**src/rtl/smbseq_pkg.sv**
```systemverilog
package smbseq_pkg;

  typedef enum logic [1:0] {
    SEL_CTRL = 2'd0,
    SEL_CMD  = 2'd1,
    SEL_STAT = 2'd2
  } regsel_e;

  typedef enum logic [1:0] {
    XS_OK      = 2'd0,
    XS_TIMEOUT = 2'd1,
    XS_BUSERR  = 2'd2
  } xstat_e;

  // status register bit positions
  localparam int unsigned ST_BUSY   = 31;
  localparam int unsigned ST_ERR    = 30;
  localparam int unsigned ST_RVALID = 29;
  localparam int unsigned ST_WDONE  = 28;

  // control register bit positions
  localparam int unsigned CT_CLKOVR = 27;
  localparam int unsigned CT_WRDIS  = 26;
  localparam int unsigned CT_POLLEN = 9;

  // command register bit positions
  localparam int unsigned CM_TRIG = 31;
  localparam int unsigned CM_WORD = 29;
  localparam int unsigned CM_WR   = 27;

  function automatic logic [15:0] swap16(input logic [15:0] v);
    return {v[7:0], v[15:8]};
  endfunction

  function automatic logic [31:0] mk_ctrl(input logic [31:0] base, input logic [7:0] addr);
    logic [31:0] w;
    w            = base;
    w[31:28]     = addr[7:4];
    w[CT_CLKOVR] = 1'b1;
    w[CT_WRDIS]  = 1'b0;
    w[CT_POLLEN] = 1'b0;
    return w;
  endfunction

  function automatic logic [31:0] mk_cmd(input logic [7:0] addr, input logic [7:0] cmd,
                                         input logic [15:0] data, input logic word,
                                         input logic wr);
    logic [31:0] w;
    w          = '0;
    w[CM_TRIG] = 1'b1;
    w[CM_WORD] = word;
    w[CM_WR]   = wr;
    w[26:24]   = addr[3:1];
    w[23:16]   = cmd;
    if (wr) w[15:0] = word ? swap16(data) : {8'h00, data[7:0]};
    return w;
  endfunction

  function automatic logic is_page_sel(input logic [7:0] addr);
    return addr[7:4] == 4'h6;
  endfunction

  function automatic logic [15:0] pick_read(input logic [31:0] stat, input logic word);
    return word ? swap16(stat[15:0]) : {8'h00, stat[7:0]};
  endfunction

endpackage

```
**src/rtl/smbseq_timer.sv**
```systemverilog
module smbseq_timer #(
  parameter int unsigned W = 8
) (
  input  logic         clk,
  input  logic         rst_n,
  input  logic         load,
  input  logic [W-1:0] load_val,
  output logic         expired
);
  logic [W-1:0] cnt_q;

  always_ff @(posedge clk) begin
    if (!rst_n)              cnt_q <= '0;
    else if (load)           cnt_q <= load_val;
    else if (cnt_q != '0)    cnt_q <= cnt_q - 1'b1;
  end

  assign expired = (cnt_q == '0);
endmodule

```
**src/rtl/smbseq_wordgen.sv**
```systemverilog
module smbseq_wordgen
  import smbseq_pkg::*;
(
  input  logic [31:0] ctrl_saved,
  input  logic [7:0]  addr,
  input  logic [7:0]  cmd,
  input  logic [15:0] data,
  input  logic        word,
  input  logic        wr,
  output logic [31:0] ctrl_new,
  output logic [31:0] cmd_word
);
  assign ctrl_new = mk_ctrl(ctrl_saved, addr);
  assign cmd_word = mk_cmd(addr, cmd, data, word, wr);
endmodule

```
**src/rtl/smbseq_portdrv.sv**
```systemverilog
module smbseq_portdrv
  import smbseq_pkg::*;
(
  input  logic        op_en,
  input  logic        op_we,
  input  regsel_e     op_sel,
  input  logic        use_saved,
  input  logic [31:0] ctrl_new,
  input  logic [31:0] ctrl_saved,
  input  logic [31:0] cmd_word,
  output logic        reg_en,
  output logic        reg_we,
  output logic [1:0]  reg_sel,
  output logic [31:0] reg_wdata
);
  always_comb begin
    reg_en    = op_en;
    reg_we    = op_en & op_we;
    reg_sel   = op_en ? op_sel : SEL_CTRL;
    reg_wdata = '0;
    if (op_en && op_we) begin
      if (op_sel == SEL_CMD) reg_wdata = cmd_word;
      else                   reg_wdata = use_saved ? ctrl_saved : ctrl_new;
    end
  end
endmodule

```
**src/rtl/smbus_xfer_seq.sv**
```systemverilog
module smbus_xfer_seq
  import smbseq_pkg::*;
#(
  parameter int unsigned TICKS_PER_MS = 100000,
  parameter int unsigned POLL_MS      = 10,
  parameter int unsigned POLL_TRIES   = 4,
  parameter int unsigned DONE_MS      = 35
) (
  input  logic        clk,
  input  logic        rst_n,
  input  logic        start,
  input  logic [7:0]  tgt_addr,
  input  logic [7:0]  cmd_byte,
  input  logic [15:0] wr_data,
  input  logic        is_word,
  input  logic        is_write,
  output logic        busy,
  output logic        done,
  output logic [15:0] rd_data,
  output logic [1:0]  status,
  output logic        settle_warn,
  output logic        reg_en,
  output logic        reg_we,
  output logic [1:0]  reg_sel,
  output logic [31:0] reg_wdata,
  input  logic [31:0] reg_rdata
);
  localparam int unsigned POLL_CYC = POLL_MS * TICKS_PER_MS;
  localparam int unsigned DONE_CYC = DONE_MS * TICKS_PER_MS;
  localparam int unsigned MAX_CYC  = (DONE_CYC > POLL_CYC) ? DONE_CYC : POLL_CYC;
  localparam int unsigned TW       = $clog2(MAX_CYC + 1);
  localparam int unsigned TRY_W    = $clog2(POLL_TRIES + 1);

  typedef enum logic [3:0] {
    S_IDLE, S_RD_CTRL, S_CAP_CTRL, S_WR_CTRL, S_RD_BUSY, S_CHK_BUSY,
    S_WAIT_POLL, S_WR_CMD, S_RD_STAT, S_CHK_STAT, S_RESTORE, S_FIN
  } st_e;

  st_e               state;
  logic [7:0]        addr_q, cmd_q;
  logic [15:0]       data_q;
  logic              word_q, wr_q;
  logic [31:0]       saved_q;
  logic [TRY_W-1:0]  tries_q;
  logic [15:0]       rd_q;
  xstat_e            stat_q;
  logic              warn_q;

  logic [31:0] ctrl_new, cmd_word;
  logic        tmr_load, tmr_exp;
  logic [TW-1:0] tmr_val;

  // named internal events
  logic evt_accept, evt_cmd_wr, evt_restore, evt_flag, evt_err_hit, evt_ctrl_busy;
  assign evt_accept    = start && (state == S_IDLE);
  assign evt_cmd_wr    = (state == S_WR_CMD);
  assign evt_restore   = (state == S_RESTORE);
  assign evt_ctrl_busy = (state == S_CHK_BUSY) && reg_rdata[ST_BUSY];
  assign evt_flag      = (state == S_CHK_STAT) &&
                         (wr_q ? reg_rdata[ST_WDONE] : reg_rdata[ST_RVALID]);
  assign evt_err_hit   = evt_flag && reg_rdata[ST_ERR] && !is_page_sel(addr_q);

  smbseq_wordgen i_wordgen (
    .ctrl_saved (saved_q),
    .addr       (addr_q),
    .cmd        (cmd_q),
    .data       (data_q),
    .word       (word_q),
    .wr         (wr_q),
    .ctrl_new   (ctrl_new),
    .cmd_word   (cmd_word)
  );

  assign tmr_load = evt_ctrl_busy || evt_cmd_wr;
  assign tmr_val  = evt_cmd_wr ? TW'(DONE_CYC) : TW'(POLL_CYC);

  smbseq_timer #(.W(TW)) i_timer (
    .clk      (clk),
    .rst_n    (rst_n),
    .load     (tmr_load),
    .load_val (tmr_val),
    .expired  (tmr_exp)
  );

  // register operation per state
  logic    op_en, op_we;
  regsel_e op_sel;
  always_comb begin
    op_en  = 1'b0;
    op_we  = 1'b0;
    op_sel = SEL_CTRL;
    unique case (state)
      S_RD_CTRL:            begin op_en = 1'b1; end
      S_WR_CTRL, S_RESTORE: begin op_en = 1'b1; op_we = 1'b1; end
      S_RD_BUSY, S_RD_STAT: begin op_en = 1'b1; op_sel = SEL_STAT; end
      S_WR_CMD:             begin op_en = 1'b1; op_we = 1'b1; op_sel = SEL_CMD; end
      default:              ;
    endcase
  end

  smbseq_portdrv i_portdrv (
    .op_en      (op_en),
    .op_we      (op_we),
    .op_sel     (op_sel),
    .use_saved  (evt_restore),
    .ctrl_new   (ctrl_new),
    .ctrl_saved (saved_q),
    .cmd_word   (cmd_word),
    .reg_en     (reg_en),
    .reg_we     (reg_we),
    .reg_sel    (reg_sel),
    .reg_wdata  (reg_wdata)
  );

  always_ff @(posedge clk) begin
    if (!rst_n) begin
      state   <= S_IDLE;
      addr_q  <= '0;
      cmd_q   <= '0;
      data_q  <= '0;
      word_q  <= 1'b0;
      wr_q    <= 1'b0;
      saved_q <= '0;
      tries_q <= '0;
      rd_q    <= '0;
      stat_q  <= XS_OK;
      warn_q  <= 1'b0;
    end else begin
      unique case (state)
        S_IDLE: if (evt_accept) begin
          addr_q  <= tgt_addr;
          cmd_q   <= cmd_byte;
          data_q  <= wr_data;
          word_q  <= is_word;
          wr_q    <= is_write;
          tries_q <= '0;
          rd_q    <= '0;
          stat_q  <= XS_OK;
          warn_q  <= 1'b0;
          state   <= S_RD_CTRL;
        end
        S_RD_CTRL:  state <= S_CAP_CTRL;
        S_CAP_CTRL: begin
          saved_q <= reg_rdata;
          state   <= S_WR_CTRL;
        end
        S_WR_CTRL:  state <= S_RD_BUSY;
        S_RD_BUSY:  state <= S_CHK_BUSY;
        S_CHK_BUSY: begin
          if (evt_ctrl_busy) begin
            tries_q <= tries_q + 1'b1;
            state   <= S_WAIT_POLL;
          end else begin
            state   <= S_WR_CMD;
          end
        end
        S_WAIT_POLL: if (tmr_exp) begin
          if (tries_q == TRY_W'(POLL_TRIES)) begin
            warn_q <= 1'b1;
            state  <= S_WR_CMD;
          end else begin
            state  <= S_RD_BUSY;
          end
        end
        S_WR_CMD:  state <= S_RD_STAT;
        S_RD_STAT: state <= S_CHK_STAT;
        S_CHK_STAT: begin
          if (evt_flag) begin
            if (evt_err_hit) begin
              stat_q <= XS_BUSERR;
              rd_q   <= '0;
            end else begin
              stat_q <= XS_OK;
              rd_q   <= wr_q ? 16'h0000 : pick_read(reg_rdata, word_q);
            end
            state <= S_RESTORE;
          end else if (tmr_exp) begin
            stat_q <= XS_TIMEOUT;
            rd_q   <= '0;
            state  <= S_RESTORE;
          end else begin
            state  <= S_RD_STAT;
          end
        end
        S_RESTORE: state <= S_FIN;
        S_FIN:     state <= S_IDLE;
        default:   state <= S_IDLE;
      endcase
    end
  end

  assign busy        = (state != S_IDLE);
  assign done        = (state == S_FIN);
  assign rd_data     = rd_q;
  assign status      = stat_q;
  assign settle_warn = warn_q;
endmodule

```
**config.mk**
```make
export PLATFORM = sky130hd
export DESIGN_NAME = smbus_xfer_seq
export DESIGN_NICKNAME = d
export VERILOG_FILES = /design/src/rtl/smbseq_pkg.sv /design/src/rtl/smbseq_timer.sv /design/src/rtl/smbseq_wordgen.sv /design/src/rtl/smbseq_portdrv.sv /design/src/rtl/smbus_xfer_seq.sv
export SDC_FILE = /design/constraint.sdc
export NUM_CORES = 1
export LEC_CHECK = 0
export ABC_AREA = 1
export BUFFER_PORTS_ARGS = -buffer_cell sky130_fd_sc_hd__buf_2
export CORE_MARGIN = 8
export CORE_UTILIZATION = 50
export DETAILED_ROUTE_END_ITERATION = 8
export PLACE_DENSITY = 0.83
export RECOVER_POWER = 100
export REMOVE_ABC_BUFFERS = 1
export SYNTH_ARGS = -nofsm -noshare
export SYNTH_HDL_FRONTEND = slang
export SYNTH_SLANG_ARGS = --single-unit
```
**constraint.sdc**
```tcl
create_clock -name clk -period 1.95 [get_ports clk]
set_clock_uncertainty 0.2 [all_clocks]
set_input_delay 0.2925 -clock clk [delete_from_list [all_inputs] [get_ports clk]]
set_output_delay 0.2925 -clock clk [all_outputs]
set_load 0.01 [all_outputs]
```
# Yosys cells after proc, flatten, opt, wreduce, memory -nomap -nowiden
# Index checks and enable logic that the tools add are counted.
[op_classes] addsub=2 eq_ne=19 n_mux=39 bitwise_logic=1 n_reduce_logical=24
[op_table] op="$mux 16" n=8
[op_table] op="$mux 32" n=3
[op_table] op="$mux 22" n=3
[op_table] op="$pmux 4 s11" n=1
[op_table] op="$pmux 16 s2" n=1
[op_table] op="$logic_not 22->1" n=1
[op_table] op="$reduce_bool 22->1" n=1
[op_table] op="$sub 22x1->22 const B" n=1
[op_table] op="$eq 4x3->1 const B" n=5
[op_table] op="$eq 4x4->1 const B" n=4
[op_table] op="$mux 2" n=8
[op_table] op="$eq 4x2->1 const B" n=2
[op_table] op="$mux 4" n=2
[op_table] op="$pmux 2 s2" n=2
[op_table] op="$reduce_bool 2->1" n=4
[op_table] op="$mux 1" n=7
[op_table] op="$logic_and 1x1->1" n=6
[op_table] op="$mux 3" n=2
[op_table] op="$ne 2x2->1 const B" n=3
[op_table] op="$pmux 3 s2" n=1
[op_table] op="$reduce_and 3->1" n=2
[op_table] op="$reduce_or 6->1" n=1
[op_table] op="$eq 4x1->1 const B" n=1
[op_table] op="$logic_not 4->1" n=1
[op_table] op="other kinds (14)" n=15
[word_totals] ff_bits=114 out_inout_bits=57

# Logic depth before layout (Yosys ltp)
[logic_depth] depth_word=7 ltp_mapped=10

# Cells and area by module
# From an unflattened synthesis, not the netlist that was laid out.
[unflattened] hier_cells=1131 hier_area_um2=7064.3
[modules_own_cells] module="smbus_xfer_seq" n_inst=1 cells_per_inst=494 area_each_um2=3796.1 seq_area_each_um2=1841.8
[modules_own_cells] module="smbseq_timer" n_inst=1 cells_per_inst=240 area_each_um2=1461.4 seq_area_each_um2=440.4
[modules_own_cells] module="smbseq_portdrv" n_inst=1 cells_per_inst=287 area_each_um2=1182.4 seq_area_each_um2=0.0
[modules_own_cells] module="smbseq_wordgen" n_inst=1 cells_per_inst=110 area_each_um2=624.3 seq_area_each_um2=0.0

# Worst setup path after synthesis
# Ideal clock, no wire load.
[synth_timing] kind="register to output" start="register state[3]" end="output reg_wdata[29]" arrival_ps=1354 path_slack_ps=103 path_stages_with_launch=9 cell_sequence="dfxtp_1 inv_2 nand2_4 nor2_4 inv_2 buf_6 buf_4 nand2_1 o22ai_1"
[synth_via] elab_chain_len=6
[synth_lines] item="start: declaration" line_no="smbus_xfer_seq.sv:39" source="st_e state;"
[synth_lines] item="start signal: assignment" line_no="smbus_xfer_seq.sv:117" source="state <= S_IDLE;"
[synth_lines] item="start signal: assignment" line_no="smbus_xfer_seq.sv:140" source="state <= S_RD_CTRL;"
[synth_lines] item="start signal: assignment" line_no="smbus_xfer_seq.sv:142" source="S_RD_CTRL: state <= S_CAP_CTRL;"
[synth_lines] item="$eq 4x3->1 / $eq 4x4->1 (equally long branches)" line_no="smbus_xfer_seq.sv:92" source="unique case (state)"
[synth_lines] item="$reduce_or 2->1"
[synth_lines] item="$pmux 2 s2" line_no="smbus_xfer_seq.sv:92"
[synth_lines] item="$eq 2x1->1" line_no="smbseq_portdrv.sv:22" source="if (op_sel == SEL_CMD) reg_wdata = cmd_word;"
[synth_lines] item="$mux 32" line_no="smbseq_portdrv.sv:22"
[synth_lines] item="$mux 32 *" line_no="smbseq_portdrv.sv:21" source="if (op_en && op_we) begin"
[synth_lines] item="end: declaration" line_no="smbus_xfer_seq.sv:25" source="output logic [31:0] reg_wdata,"
# Every way passes the cells marked *; elsewhere a longest branch is shown, timed or not.

# Final worst setup path
[layout_timing] start="register state[0]" end="output reg_wdata[18]"
# The elaborated chain is that of the path after synthesis.

==> impl_metrics.tcl <==
set metrics [dict create \
    status "complete, but fails checks" \
    violations "negative setup slack" \
    grt_pass1_wl_um 35300 \
    yosys.area.top_type "dfxtp_1" \
    ys_seq_elements 113 \
    tightest_slew_ps 582 \
    placed_area_mm2 0.00644 \
    final_core_util_pct 79.0 \
    core_area_mm2 0.0107 \
    netlist_top_cells_area "dfxtp_1 41%, a21oi_1 9.8%, nand2_1 8.5%, o21ai_0 7.9%, nor2_1 6.4%" \
    hold_viol 0 \
    hold_class "reg2reg" \
    cts_num_sinks 113 \
    cp.required_ps 1460 \
    drt-total-wl_um 26300 \
    die_height_um 121 \
    clk_pin_slew_ps 60 \
    route.detailed.drc 0 \
    synth_top_area_share_pct 41.3 \
    grt_pass1_vias 6765 \
    reg2reg_to "rd_data[6]" \
    seq_area_frac_synth_pct 41.3 \
    vdd_drop_max_mv 0.869 \
    overflow 0 \
    cp-end-kind "output port" \
    p_leak_nw 3.77 \
    ys.flop_type "dfxtp_1" \
    postSynthCellCount 789 \
    drive_gt1_share_pct 29.7 \
    ys_warn_count 0 \
    startpoint "state[0]" \
    numCtsBuffers 17 \
    fin_ws_ps -613 \
    power_density_mw_per_mm2 1120 \
    cts_tree "done" \
    async_flop_share_pct 0 \
    fin_crit_ps 2560 \
    grt_max_degree 48 \
    nNetsFinal 1110 \
    postRouteAntennaNets 0 \
    io_pins 126 \
    slew_headroom_pct 61.2 \
    clockRootBuffer "clkbuf_8" \
    grt_use_total_pct 30.3 \
    initial_utilization_pct 51.0 \
    critPathArrivalTime_ps 2070 \
    synth.avg_cell_area_um2 6.95 \
    hpwl_um 11500 \
    maxCapViolations 0 \
    crit_path_end "reg_wdata[18]" \
    fin_area_mm2 0.00849 \
    vias 7407 \
    rsz0062_at_grt "true" \
    avgViaCountPerCell 6.22 \
    port_buffers 124 \
    clock_path_buffers 2 \
    rows 38 \
    fmax_mhz 390 \
    insertion_delay_ps 530 \
    htree_levels 4 \
    syn_area_mm2 0.00548 \
    areaGrowthSynthToFinish_pct 55.0 \
    fp.dieArea_mm2 0.0146 \
    drtIter0Drc 1276 \
    setup_viol 93 \
    worstPathMaxFanout 5 \
    fin_crit_sh_pct 131 \
    wl_per_cell_um 22.1 \
    dieWidth_um 121 \
    antenna_found_initial 2 \
    critPathLaunchType "register" \
    r2r_cells 9 \
    worstSetupPathType "reg2out" \
    synth_cell_types 40 \
    pre_cts_ws_ps 33.0 \
    p_total_mw 9.51 \
    dr.pass1.iters 7 \
    place.gp.congestion 0.903 \
    drv_slew 0 \
    fin_tns_setup_ps -20380 \
    synth-edff-count 0 \
    r2r_start "state[2]" \
    regToRegSetupSlack_ps -310 \
]
==> worst min-delay path by stage <==
stage / startpoint / end / slack [ps] / cells after the start
after floorplan: i_timer.cnt_q[0] / i_timer.cnt_q[0] / 220 / 1
after global placement: addr_q[3] / addr_q[3] / 230 / 2
after detailed placement: i_timer.cnt_q[0] / i_timer.cnt_q[0] / 240 / 1
after CTS: i_timer.cnt_q[0] / i_timer.cnt_q[0] / 250 / 1
after global routing: data_q[14] / data_q[14] / 280 / 2
final: settle_warn / settle_warn / 250 / 2
==> per-stage QoR <==
step                      hold slack, ps  cells
after floorplan                      222    750
after global routing                 275   1191
after detailed placement             239   1051
after CTS                            249   1169
after global placement               234   1051
final                                254   1191
==> registers in the layout, summed over array words and instances, names as in the netlist <==
signal         count
rd_data           16
state              4
settle_warn        1
data_q            16
word_q             1
i_timer.cnt_q     22
wr_q               1
saved_q           32
cmd_q              8
addr_q             7
tries_q            3
status             2
==> worst max-delay path, cell delays in order, from the launching register on <==
cell and delay [ps]:
dfxtp_4 370, inv_4 70, nand2_4 50, nor2_4 130
inv_2 70, o21ai_4 80, buf_12 150, buf_8 110
buf_12 110, o21ai_1 100, a21oi_1 140, buf_2 150
==> metal layers <==
metal  up-vias  track usage, %  part of all wire (%)
met5         -               0                     0
li1       3098               -                     -
met4         0            19.6                   8.5
met2       753            50.3                    46
met3       260            8.58                    13
met1      3296            33.5                    33
==> kinds of logic (layout without fill, tap and decap cells) <==
family	after synthesis	after routing	synth area share [%]
AOI/OAI and AO/OA	220	220	21.2
xor gates and xnor gates	6	6	0.959
adders and majority gates	4	4	0.913
buffers and inverters	124	385	9.34
DFF	113	113	41.3
other	0	1	0
and+or+nand+nor	322	322	26.3
==> power breakdown <==
group / internal, mW / total (mW) / leakage [nW] / switching [mW]
clock network: 2.00 / 3.26 / 0.289 / 1.26
registers: 2.65 / 2.94 / 0.926 / 0.291
logic: 1.21 / 3.31 / 2.56 / 2.09
==> synth_stat cells, drive strengths merged, types with 4 or more instances <==
| master | n |
|---|---|
| nand2 | 134 |
| dfxtp | 113 |
| a21oi | 110 |
| nor2 | 104 |
| o21ai | 98 |
| inv | 83 |
| nand3 | 54 |
| clkbuf | 26 |
| nor3 | 18 |
| buf | 13 |
| a32o | 7 |
| nand4 | 6 |
| or2 | 5 |
| xor2 | 5 |
| ha | 4 |
==> placed cells by master, fill, tap and decap left out, types with 3 or more instances in the layout <==
cell	count
nand3_1	44
nand4_1	6
dfxtp_1	109
o21ai_2	17
a21oi_1	99
o21ai_0	72
a21oi_2	11
nor2_2	7
nand2_8	4
inv_4	3
nand2_2	8
clkbuf_4	3
inv_1	72
nand2_4	5
xor2_1	5
or2_2	4
bufinv_16	3
nor2_4	6
dlygate4sd3_1	67
buf_4	51
clkinvlp_4	3
nand3_2	8
nor2_1	90
clkbuf_16	17
clkinv_4	4
clkbuf_1	19
inv_6	4
nor3_1	16
buf_2	97
o21ai_1	7
buf_6	18
dfxtp_4	4
inv_2	7
buf_12	8
a32o_1	6
nand2_1	117
==> final cells by class <==
type,instances,area [um^2]
Timing Repair Buffer,268,2080
Clock buffer,18,428
Clock inverter,14,179
Fill cell,614,2250
Multi-Input combinational cell,552,3010
Tap cell,140,175
Inverter,85,339
Antenna cell,1,2.50
Sequential cell,113,2280
==> timing repair <==
| item | in CTS | in global routing |
|---|---|---|
| hold endpoints to repair | 76 | 0 |
| gates resized for setup | 74 | 63 |
| hold buffers | 67 | 0 |
| cloned | 3 | 2 |
| buffers inserted | 17 | 23 |
| endpoints found under the setup margin | 38 | 90 |
| pin swaps | 6 | 9 |
Note: power is estimated with default switching activity, not from simulation.
